==> src/rtl/ttu_pkg.sv <==
package ttu_pkg;
    localparam int unsigned NUM_EVT = 4;
    localparam int unsigned ADDR_W  = 3;
    localparam int unsigned EV_PER  = 0;
    localparam int unsigned EV_WD   = 1;
    localparam int unsigned EV_SOFT = 2;
    localparam int unsigned EV_HARD = 3;

    typedef enum logic [ADDR_W-1:0] {
        A_CTRL = 3'd0,
        A_PER  = 3'd1,
        A_WD   = 3'd2,
        A_SOFT = 3'd3,
        A_HARD = 3'd4,
        A_CLR  = 3'd5,
        A_KICK = 3'd6
    } addr_e;

    typedef struct packed {
        logic               arm;
        logic [NUM_EVT-1:0] en;
    } ctrl_t;
endpackage

==> src/rtl/ttu_regs.sv <==
module ttu_regs
    import ttu_pkg::*;
#(
    parameter int unsigned CNT_W = 32
) (
    input  logic                            clk,
    input  logic                            rst_n,
    input  logic                            wr_en,
    input  logic [ADDR_W-1:0]               wr_addr,
    input  logic [CNT_W-1:0]                wr_data,
    output ctrl_t                           ctrl,
    output logic [NUM_EVT-1:0][CNT_W-1:0]   reload,
    output logic [NUM_EVT-1:0]              clr,
    output logic                            kick
);
    localparam int unsigned CTRL_W = NUM_EVT + 1;

    typedef struct packed {
        ctrl_t                          ctrl;
        logic [NUM_EVT-1:0][CNT_W-1:0]  rel;
    } reg_st_t;

    reg_st_t s_d, s_q;

    always_comb begin
        s_d  = s_q;
        clr  = '0;
        kick = 1'b0;
        if (wr_en) begin
            if (wr_addr == A_CTRL) s_d.ctrl = ctrl_t'(wr_data[CTRL_W-1:0]);
            if (wr_addr == A_CLR)  clr      = wr_data[NUM_EVT-1:0];
            if (wr_addr == A_KICK) kick     = 1'b1;
            for (int i = 0; i < NUM_EVT; i++) begin
                if (wr_addr == ADDR_W'(i + 1)) s_d.rel[i] = wr_data;
            end
        end
    end

    always_ff @(posedge clk) begin
        if (!rst_n) s_q <= '0;
        else        s_q <= s_d;
    end

    assign ctrl   = s_q.ctrl;
    assign reload = s_q.rel;

    // a control write is visible after the next edge
    a_r2_ctrl_write: assert property (@(posedge clk) disable iff (!rst_n)
        (wr_en && wr_addr == A_CTRL) |=> ({ctrl.arm, ctrl.en} == $past(wr_data[CTRL_W-1:0])));
endmodule

==> src/rtl/ttu_counter.sv <==
module ttu_counter #(
    parameter int unsigned CNT_W    = 32,
    parameter bit          ONE_SHOT = 1'b0
) (
    input  logic             clk,
    input  logic             rst_n,
    input  logic             arm,
    input  logic             restart,
    input  logic [CNT_W-1:0] reload,
    output logic             expire
);
    typedef struct packed {
        logic [CNT_W-1:0] cnt;
        logic             spent;
    } cnt_st_t;

    cnt_st_t s_d, s_q;

    always_comb begin
        s_d    = s_q;
        expire = arm && !restart && !s_q.spent && (s_q.cnt == '0);
        if (!arm || restart) begin
            s_d.cnt   = reload;
            s_d.spent = 1'b0;
        end else if (expire) begin
            s_d.cnt   = reload;
            s_d.spent = ONE_SHOT;
        end else if (!s_q.spent) begin
            s_d.cnt = s_q.cnt - 1'b1;
        end
    end

    always_ff @(posedge clk) begin
        if (!rst_n) s_q <= '0;
        else        s_q <= s_d;
    end

    // a running, non-zero count drops by one per edge
    a_r3_count_down: assert property (@(posedge clk) disable iff (!rst_n)
        (arm && !restart && !s_q.spent && s_q.cnt != '0) |=> (s_q.cnt == $past(s_q.cnt) - 1'b1));

    // after an expiry the counter holds its reload value
    a_r3_reload_after_expire: assert property (@(posedge clk) disable iff (!rst_n)
        expire |=> (s_q.cnt == $past(reload)));

    // a spent one-shot counter stays parked until restart or disarm
    a_r8_spent_holds: assert property (@(posedge clk) disable iff (!rst_n)
        (s_q.spent && arm && !restart) |=> (s_q.spent && $stable(s_q.cnt)));
endmodule

==> src/rtl/ttu_task_timers.sv <==
module ttu_task_timers
    import ttu_pkg::*;
#(
    parameter int unsigned CNT_W = 32
) (
    input  logic               clk_i,
    input  logic               rst_ni,
    input  logic               wr_en_i,
    input  logic [2:0]         wr_addr_i,
    input  logic [CNT_W-1:0]   wr_data_i,
    output logic [3:0]         evt_o
);
    localparam logic [NUM_EVT-1:0] DL_MASK =
        NUM_EVT'((1 << EV_SOFT) | (1 << EV_HARD));

    ctrl_t                          ctrl;
    logic [NUM_EVT-1:0][CNT_W-1:0]  reload;
    logic [NUM_EVT-1:0]             clr;
    logic                           kick;
    logic                           per_exp;
    logic [NUM_EVT-1:1]             exp_oth;
    logic [NUM_EVT-1:0]             exp_all;

    ttu_regs #(.CNT_W(CNT_W)) u_regs (
        .clk     (clk_i),
        .rst_n   (rst_ni),
        .wr_en   (wr_en_i),
        .wr_addr (wr_addr_i),
        .wr_data (wr_data_i),
        .ctrl    (ctrl),
        .reload  (reload),
        .clr     (clr),
        .kick    (kick)
    );

    ttu_counter #(.CNT_W(CNT_W), .ONE_SHOT(1'b0)) u_per (
        .clk     (clk_i),
        .rst_n   (rst_ni),
        .arm     (ctrl.arm),
        .restart (1'b0),
        .reload  (reload[EV_PER]),
        .expire  (per_exp)
    );

    for (genvar g = 1; g < NUM_EVT; g++) begin : g_tmr
        logic restart;
        if (g == EV_WD) begin : g_wd
            assign restart = kick;
        end else begin : g_dl
            assign restart = per_exp;
        end
        ttu_counter #(.CNT_W(CNT_W), .ONE_SHOT(bit'(g != EV_WD))) u_cnt (
            .clk     (clk_i),
            .rst_n   (rst_ni),
            .arm     (ctrl.arm),
            .restart (restart),
            .reload  (reload[g]),
            .expire  (exp_oth[g])
        );
    end

    assign exp_all = {exp_oth, per_exp};

    typedef struct packed {
        logic [NUM_EVT-1:0] flag;
    } flag_st_t;

    flag_st_t f_d, f_q;

    always_comb begin
        logic [NUM_EVT-1:0] keep;
        keep = ~clr;
        if (per_exp) keep = keep & ~DL_MASK;
        f_d.flag = (f_q.flag & keep) | (exp_all & ctrl.en);
    end

    always_ff @(posedge clk_i) begin
        if (!rst_ni) f_q <= '0;
        else         f_q <= f_d;
    end

    assign evt_o = f_q.flag & ctrl.en;

    // a new period leaves no deadline flag behind
    a_r9_deadline_flags_cleared: assert property (@(posedge clk_i) disable iff (!rst_ni)
        per_exp |=> ((f_q.flag & DL_MASK) == '0));

    for (genvar i = 0; i < NUM_EVT; i++) begin : g_chk
        // a flag only rises while its enable bit was set
        a_r4_flag_needs_enable: assert property (@(posedge clk_i) disable iff (!rst_ni)
            $rose(f_q.flag[i]) |-> $past(ctrl.en[i]));
        // a clear without a coinciding expiry drops the flag
        a_r6_clear_drops: assert property (@(posedge clk_i) disable iff (!rst_ni)
            (clr[i] && !exp_all[i]) |=> !f_q.flag[i]);
        // an enabled expiry always leaves the flag set
        a_r6_set_wins: assert property (@(posedge clk_i) disable iff (!rst_ni)
            (exp_all[i] && ctrl.en[i]) |=> f_q.flag[i]);
    end
endmodule

==> config.mk <==
export PLATFORM = sky130hd
export DESIGN_NAME = ttu_task_timers
export DESIGN_NICKNAME = d
export VERILOG_FILES = /design/src/rtl/ttu_pkg.sv /design/src/rtl/ttu_regs.sv /design/src/rtl/ttu_counter.sv /design/src/rtl/ttu_task_timers.sv
export SDC_FILE = /design/constraint.sdc
export NUM_CORES = 1
export LEC_CHECK = 0
export BUFFER_PORTS_ARGS = -buffer_cell sky130_fd_sc_hd__clkbuf_2
export CAP_MARGIN = 20
export CORE_AREA = 2 2 164 166
export DETAILED_ROUTE_END_ITERATION = 10
export DIE_AREA = 0 0 166 168
export PLACE_DENSITY_LB_ADDON = 0.05
export SLEW_MARGIN = 20
export SYNTH_ARGS = -nofsm -noshare
export SYNTH_HDL_FRONTEND = slang
export SYNTH_SLANG_ARGS = --single-unit
==> constraint.sdc <==
create_clock -name clk_i -period 6.8 [get_ports clk_i]
set_input_delay 0.68 -clock clk_i [delete_from_list [all_inputs] [get_ports clk_i]]
set_output_delay 0.68 -clock clk_i [all_outputs]
set_load 0.01 [all_outputs]
==> results list, run 1 <==
- The number of antenna violations at the first check in global routing was 0.
- Leakage power: 4.75 nW
* Largest stage delay on the critical path: roughly 0.7 ns
* Placed cell areas: between 0.01 and 0.015 sq mm
* Most common cell after layout, fill and taps aside: nand2_1
* Distinct cell type count of the synthesized netlist: 64
* Maximum clock skew at final layout: approximately 0.014 ns
- Once placement completed, the tool counted placed cells totaling between 1500 and 2000.
- The worst setup path is captured at a register.
- Category of the worst setup path launch point: register
- Inserted Clock Buffers: 30
- In this run the critical register-to-register path is launched from u_per.s_q[1].
* Cell chosen for the clock root: clkbuf_16
* Critical R2R Capture: g_tmr[2].u_cnt.s_q[28]
- WP data required: 7.29 ns
- For this configuration, the core starts out at a cell density of 0.450.
- Clock Path Buffers: 3
- Routed Wire Length: 35.4 mm
- Crit-path cells: inv_1, ha_1, or4b_4, nor4_4, a41o_2, nor2_1, or4_1, a31oi_1
* Clk pin slew, worst setup/hold paths: ~0.060 ns
- GPL Wtd Cong: 0.870
- Clk sinks: 267
- Setup-failing EPs final: 0
- The critical path in this run is classified as reg -> reg.
* Transition time at the pin with the least slew margin: 1.05 ns
- Entering global routing, the biggest net connects between 100 and 150 pins.
* Non-filler cells in the finished layout: 1849
- Number of synthesis warnings: 0
- Final hold violations: 0
- Port-buffer cells: 41
- The final-report max-slew violation count came to 0.
* Slew HR: 0.292
- Summed instance area of the synthesized netlist: 0.0119 sq mm
- In the final routed layout, each cell accounts on average for 19.2 um.
- Non-Filler Cell Area, Final: 0.0133 sq mm
- Clock latency at the later pin of the worst-skew pair: 0.56 ns
- Global-route wire length before repair: about 56 mm
* Core ar.: 0.0264 sq mm
- VDD sags by at most 0.209 mV.
* Count of buffer and inverter cells on the critical path: 1
* First-pass detailed-route iteration total: 5
- Synthesis-to-layout area growth: 12.2%
* Share of the clock period used by the worst path: 0.524
- Number of setup buffers added after CTS: 0
- Proportion of layout cells with a drive suffix above 1: 0.0855
- Highest-count cells in the layout ignoring fill and taps: nand2_1 (321), dfxtp_1 (267), a21oi_1 (176)
* Global route total overflow: 0
- At the end of the flow, the number of nets in the layout was 1529.
- Number of register bits inferred by synthesis: between 200 and 300
- Die area: 0.0279 sq mm
* Top FF cell, synth: dfxtp_1
- The die is 166 um wide.
- Summed over all failing endpoints, the final setup total negative slack is 0 ns.
* Pwr dens: about 290 mW/mm^2
- Post-detailed-placement half-perimeter wirelength: 22.7 mm
- Hold_buf cts: 0
- Kind of path behind the tightest hold check: reg -> reg
- The first routing iteration left ~950 violations.
- 42 I/O pins were placed.
- Height of the chip: 168 um
- Inserted Diodes: 0
- The worst register-to-register path has a depth of 8.
- Broken down by cell family, the worst path's largest delay share belongs to simple AND/OR/NAND/NOR gates.
* Min-Delay Endpoint: u_regs.reload[62]
* Share of the yosys chip area belonging to registers: 0.451
- Setup repair after global routing left no endpoint under its margin.
* Startpoint of the tightest hold check path: u_regs.reload[62]
- Once the clock tree was built, the resizer swapped 0 gates to a different size.
- TritonCTS clock tree: done
* Data arrival, critical path: ~4 ns
- Averaged over all synthesized cells, the footprint is 7.95 sq um.
- Synthesized instance count: 1492
- Number of routed nets with antenna violations: 0
- Across the run, the number of max-cap violations was 0.
- The flow ran to the end, and the final reports show no timing, DRC or antenna violations.
- Using the TritonRoute via totals, the vias-per-cell ratio works out to 5.75.
- Combined global-route utilization of all metal layers: 0.248
- The worst hold path was traced through 2 stages.
- Along the worst path, the maximum fanout reaches 23.
* Peak clock frequency supported by timing: 281 MHz
- Number of global-route vias before repair: 9976
- Row generation in the floorplan step produced 60 rows.
- Number of enable-type register cells in the synthesized netlist: 0
* Max stage delay cell, worst path: a41o_2
- Flop2flop setup slack: 3.24 ns
- In this run the number of H-tree levels came out at 1.
* Number of nets in the synthesized netlist: 1534
* Ys async rst share: 0
* Overall via count from detail_route: 10600
* Final critical path time including I/O delays and setup: about 3.6 ns
- Remaining DRCs: 0
[report_power, final]
group          internal, mW  switching, mW  total, mW
registers              1.60         0.0277       1.63
clock network         0.960          0.658       1.62
logic                 0.205          0.358      0.563
total                  2.76           1.04       3.81
[tightest hold or removal path, delay by kind of cell, from the launching register on]
kind / cells / cell delay, ns
compound gates: 1 / 0.05
flops: 1 / 0.30
simple gates: 1 / 0.05
[Yosys cell counts (5+ instances only)]
cell type | instances | share of area
a211oi_1 | 53 | 0.034
a21oi_1 | 176 | 0.074
a22oi_1 | 10 | 0.0063
a311oi_1 | 8 | 0.0059
a31oi_1 | 11 | 0.0058
and2_1 | 7 | 0.0037
buf_2 | 15 | 0.0063
clkbuf_1 | 76 | 0.024
dfxtp_1 | 267 | 0.45
inv_1 | 16 | 0.0051
mux2i_1 | 11 | 0.0093
nand2_1 | 321 | 0.10
nand2b_1 | 5 | 0.0026
nand3_1 | 32 | 0.014
nand4_1 | 18 | 0.0095
nor2_1 | 121 | 0.038
nor3_1 | 55 | 0.023
nor3b_1 | 6 | 0.0038
nor4_1 | 35 | 0.018
o21ai_0 | 48 | 0.020
o22ai_1 | 5 | 0.0026
o31a_1 | 5 | 0.0037
o31ai_1 | 7 | 0.0044
o41ai_1 | 6 | 0.0044
or3_1 | 15 | 0.0079
or4_1 | 27 | 0.017
xnor2_1 | 47 | 0.035
xor2_1 | 19 | 0.014
[metrics by stage]
stage | worst slack (ns) | hold slack [ns] | util | total power, mW
6_report | 3.24 | 0.449 | 0.505 | 3.81
5_1_grt | 3.09 | 0.460 | 0.505 | 3.96
4_1_cts | 3.25 | 0.448 | 0.504 | 3.83
3_5_place_dp | 3.27 | 0.442 | 0.467 | 2.22
3_3_place_gp | 3.32 | 0.436 | 0.467 | 2.22
2_1_floorplan | 4.29 | 0.427 | - | 2.05
[metal layers]
metal	GRT usage	part of all wire	up-vias
met5	0	0	-
met4	0.0586	0.021	0
met3	0.0306	0.047	46
met2	0.412	0.46	215
met1	0.345	0.47	5087
li1	-	-	5287
[worst max path at each step]
stage | start | end | slack (ns) | cells after the start
2_1_floorplan | u_per.s_q[1] | g_tmr[2].u_cnt.s_q[2] | 4.29 | 9
3_3_place_gp | u_per.s_q[1] | g_tmr[2].u_cnt.s_q[28] | 3.32 | 8
3_5_place_dp | u_per.s_q[1] | g_tmr[2].u_cnt.s_q[28] | 3.27 | 8
4_1_cts | u_per.s_q[1] | g_tmr[2].u_cnt.s_q[28] | 3.25 | 8
5_1_grt | u_per.s_q[1] | g_tmr[2].u_cnt.s_q[28] | 3.09 | 8
6_report | u_per.s_q[1] | g_tmr[2].u_cnt.s_q[28] | 3.24 | 8
[state kept, by name (all words and copies together), names as in the netlist]
signal	count
u_regs.reload	128
g_tmr.u_cnt.s_q	98
u_per.s_q	32
u_regs.ctrl	5
f_q	4
[layout make-up]
class / instances / area [sq um]
clock buffer: 45 / 877
clock inverter: 8 / 101
fill: 2664 / 13100
inverter: 16 / 65.1
multi-input combinational: 1114 / 6140
sequential: 267 / 5350
tap: 341 / 427
timing repair buffer: 58 / 345
[logic make-up (layout without fill, tap and decap cells)]
| logic type | Yosys count | after routing | share of synthesized area |
|---|---|---|---|
| buf+inv | 111 | 127 | 0.0367 |
| compound gates | 361 | 361 | 0.185 |
| xor+xnor | 66 | 66 | 0.0488 |
| flops | 267 | 267 | 0.451 |
| simple gates | 670 | 670 | 0.263 |
| mux | 13 | 13 | 0.0112 |
| fa+ha+maj | 4 | 4 | 0.00422 |
No activity file was read; power rests on OpenSTA's default activity.
==> run 2, diff against run 1 <==
- clock period: 6.8 -> 3 ns (I/O delays scaled with it)
==> run 2 against run 1 <==
Compared with the run above: global-route usage grew 0.063 points; cell count is 2.1% higher; combinational power is 140% higher; worst hold slack got worse by 0.37 ns; sequential power is 130% higher; utilization grew 1.2 points; critical path type unchanged; largest power group is now clock; highest routed layer unchanged.
==> results list, run 2 (synthesis results as in run 1) <==
* Leakage power: 4.94 nW
* Max-slew violations: 0
* Clk sinks: between 200 and 300
* Kind of critical path: reg -> reg
- The die covers 0.0279 sq mm.
* Hold_buf cts: 0
* Max cap viols: 0
- Proportion of layout cells with a drive suffix above 1: 0.109
* Maximum clock skew at final layout: 0.0135 ns
- The longest clock path from root to sink contains 3 buffers.
- The startpoint identified for the worst register-to-register timing path is u_per.s_q[1].
- Inserted Clock Buffers: 30
- In this run, placement finished with an instance count of 1835.
* Cell chosen for the clock root: clkbuf_16
* Critical R2R Capture: g_tmr[3].u_cnt.s_q[29]
- Final critical path time including I/O delays and setup: ~2.8 ns
- Crit path capture: g_tmr[3].u_cnt.s_q[29]
- The routed layout has 10800 vias.
- In the post-route analysis, the smallest setup slack over all paths is 0.215 ns.
* Slew HR: 0.406
- Average detailed-routed wire length per instance: 18.8 um
- Setup total negative slack on the finished layout was measured at 0 ns.
* Max reg flops: approximately 130
- After detailed routing, the number of vias per cell comes to 5.70.
* Count of fill cells added during filler insertion: 2616
* Height of the chip: 168 um
- Highest-count cells in the layout ignoring fill and taps: nand2_1 (321), dfxtp_1 (267), a21oi_1 (176)
* GPL Wtd Cong: 0.853
* Core ar.: 0.0264 sq mm
- First-pass detailed-route iteration total: 6
- Non-filler cells in the finished layout: approximately 1900
- At the pin with the least slew margin, the transition time is about 0.9 ns.
- Pre-CTS worst setup slack: 0.152 ns
* Number of global-route vias before repair: around 10000
- Data arrival, critical path: 3.19 ns
- Initial core utilization: 0.450
* Share of the clock period used by the worst path: 0.928
- Number of setup buffers added after CTS: 0
- Pwr dens: around 640 mW/mm^2
- Port-buffer cells: 41
- In this run the remaining antenna-violating nets after routing total 0.
- Met1 track utilization from global routing: 0.346
- The run finished with clean final reports.
- Combined global-route utilization of all metal layers: 0.248
- Crit. Startpoint: u_per.s_q[1]
- The global routing stage identified its most utilized layer as met2.
- STA classifies the critical path startpoint as a register.
- Kind of capture point of the worst setup path: register
* TritonCTS clock tree: done
- Post-layout nets: 1568
* Largest vdd supply drop: 0.528 mV
- Kind of path behind the tightest hold check: in -> reg
- Setup violations remaining at the end of the flow were counted as 0.
- Remaining DRCs: 0
- IO Pins: 42
- The multi-input combinational cells in the finished layout cover a total of 0.00612 sq mm.
- Leaving out fill and tap cells, the most frequent cell in the layout is nand2_1.
- Based on the critical path, the design can be clocked at up to around 360 MHz.
* Initial antenna violation count: 0
- Across the whole layout, storage elements account for between 0.005 and 0.006 sq mm.
- The first global-routing pass estimated 55.7 mm of wire.
- Post-detailed-placement half-perimeter wirelength: 23.9 mm
* Flop2flop setup slack: 0.22 ns
- The initialized floorplan defines 60 standard-cell rows.
- WP data required: between 3 and 4 ns
* Die Width: 166 um
* Clk pin slew, worst setup/hold paths: around 0.06 ns
- Summed over all layers, the routed wires come to 35.5 mm.
- The final number of hold-violating endpoints is 0.
- Global route total overflow: 0
* Pin count of the biggest net entering global routing: 83
- At the later pin of the worst-skew pair, clock insertion delay measures 0.55 ns.
* Synthesis-to-layout area growth: 14.8%
- The number of cells on the worst reg-to-reg path is 9.
* Inserted Diodes: 0
* Largest fanout of any net on the critical path: 15
* RSZ-0062 raised after global routing: no
- For met2 alone, demand over resource in global routing was 0.408.
* Iteration-0 DRC count of the detailed router: 768
- CTS H-tree depth: 1
- In the global route stage, met3 resource usage came out at 0.0334.
- Worst hold slack: 0.0788 ns
[run 2: repair_timing]
item / 4_1_cts / 5_1_grt
gates resized for setup: 0 / 1
endpoints found under the hold margin: 0 / 0
setup endpoints to repair: 0 / 4
[run 2: area by class of cell]
class | instances | area share
Clock inverter | 10 | 0.00993
Timing Repair Buffer | 97 | 0.0478
Clock buffer | 42 | 0.0637
Sequential cell | 267 | 0.393
Inverter | 16 | 0.00478
Multi-Input combinational cell | 1114 | 0.450
Tap cell | 341 | 0.0313
[run 2: worst min path at each step]
| stage | start | endpoint | slack (ns) | cells past startpoint |
|---|---|---|---|---|
| 3_3_place_gp | f_q[0] | f_q[0] | 0.44 | 2 |
| 3_5_place_dp | f_q[0] | f_q[0] | 0.44 | 2 |
| 2_1_floorplan | f_q[1] | f_q[1] | 0.43 | 2 |
| 4_1_cts | wr_data_i[29] | u_regs.reload[93] | 0.06 | 3 |
| 5_1_grt | wr_data_i[29] | u_regs.reload[29] | 0.09 | 3 |
| 6_report | wr_data_i[29] | u_regs.reload[61] | 0.08 | 3 |
[run 2: critical path: stages (launching register included)]
cell and delay, ns:
dfxtp_1 0.33, inv_1 0.06, ha_1 0.19, or4b_4 0.53
nor4_4 0.29, buf_4 0.20, a41oi_4 0.19, buf_4 0.29
nand2_1 0.38, o32ai_1 0.17
[run 2: metrics by stage]
| stage | utilization | cell area [sq um] | total power [mW] |
|---|---|---|---|
| 6_report | 0.517 | 13600 | 8.78 |
| 3_5_place_dp | 0.479 | 12600 | 5.11 |
| 2_1_floorplan | - | 11900 | 4.65 |
| 5_1_grt | 0.517 | 13600 | 9.12 |
| 3_3_place_gp | 0.479 | 12600 | 5.11 |
| 4_1_cts | 0.517 | 13600 | 8.86 |
[run 2: layer usage]
layer	up-vias	wire (um)
met4	0	899
met1	5082	16400
li1	5362	-
met5	-	0
met3	54	2120
met2	261	16000
[run 2: where the power goes]
part	internal, mW	leakage (nW)	switching, mW
Combinational	0.530	2.29	0.830
Clock	2.26	0.497	1.48
Sequential	3.62	2.16	0.0605
Total	6.41	4.94	2.37
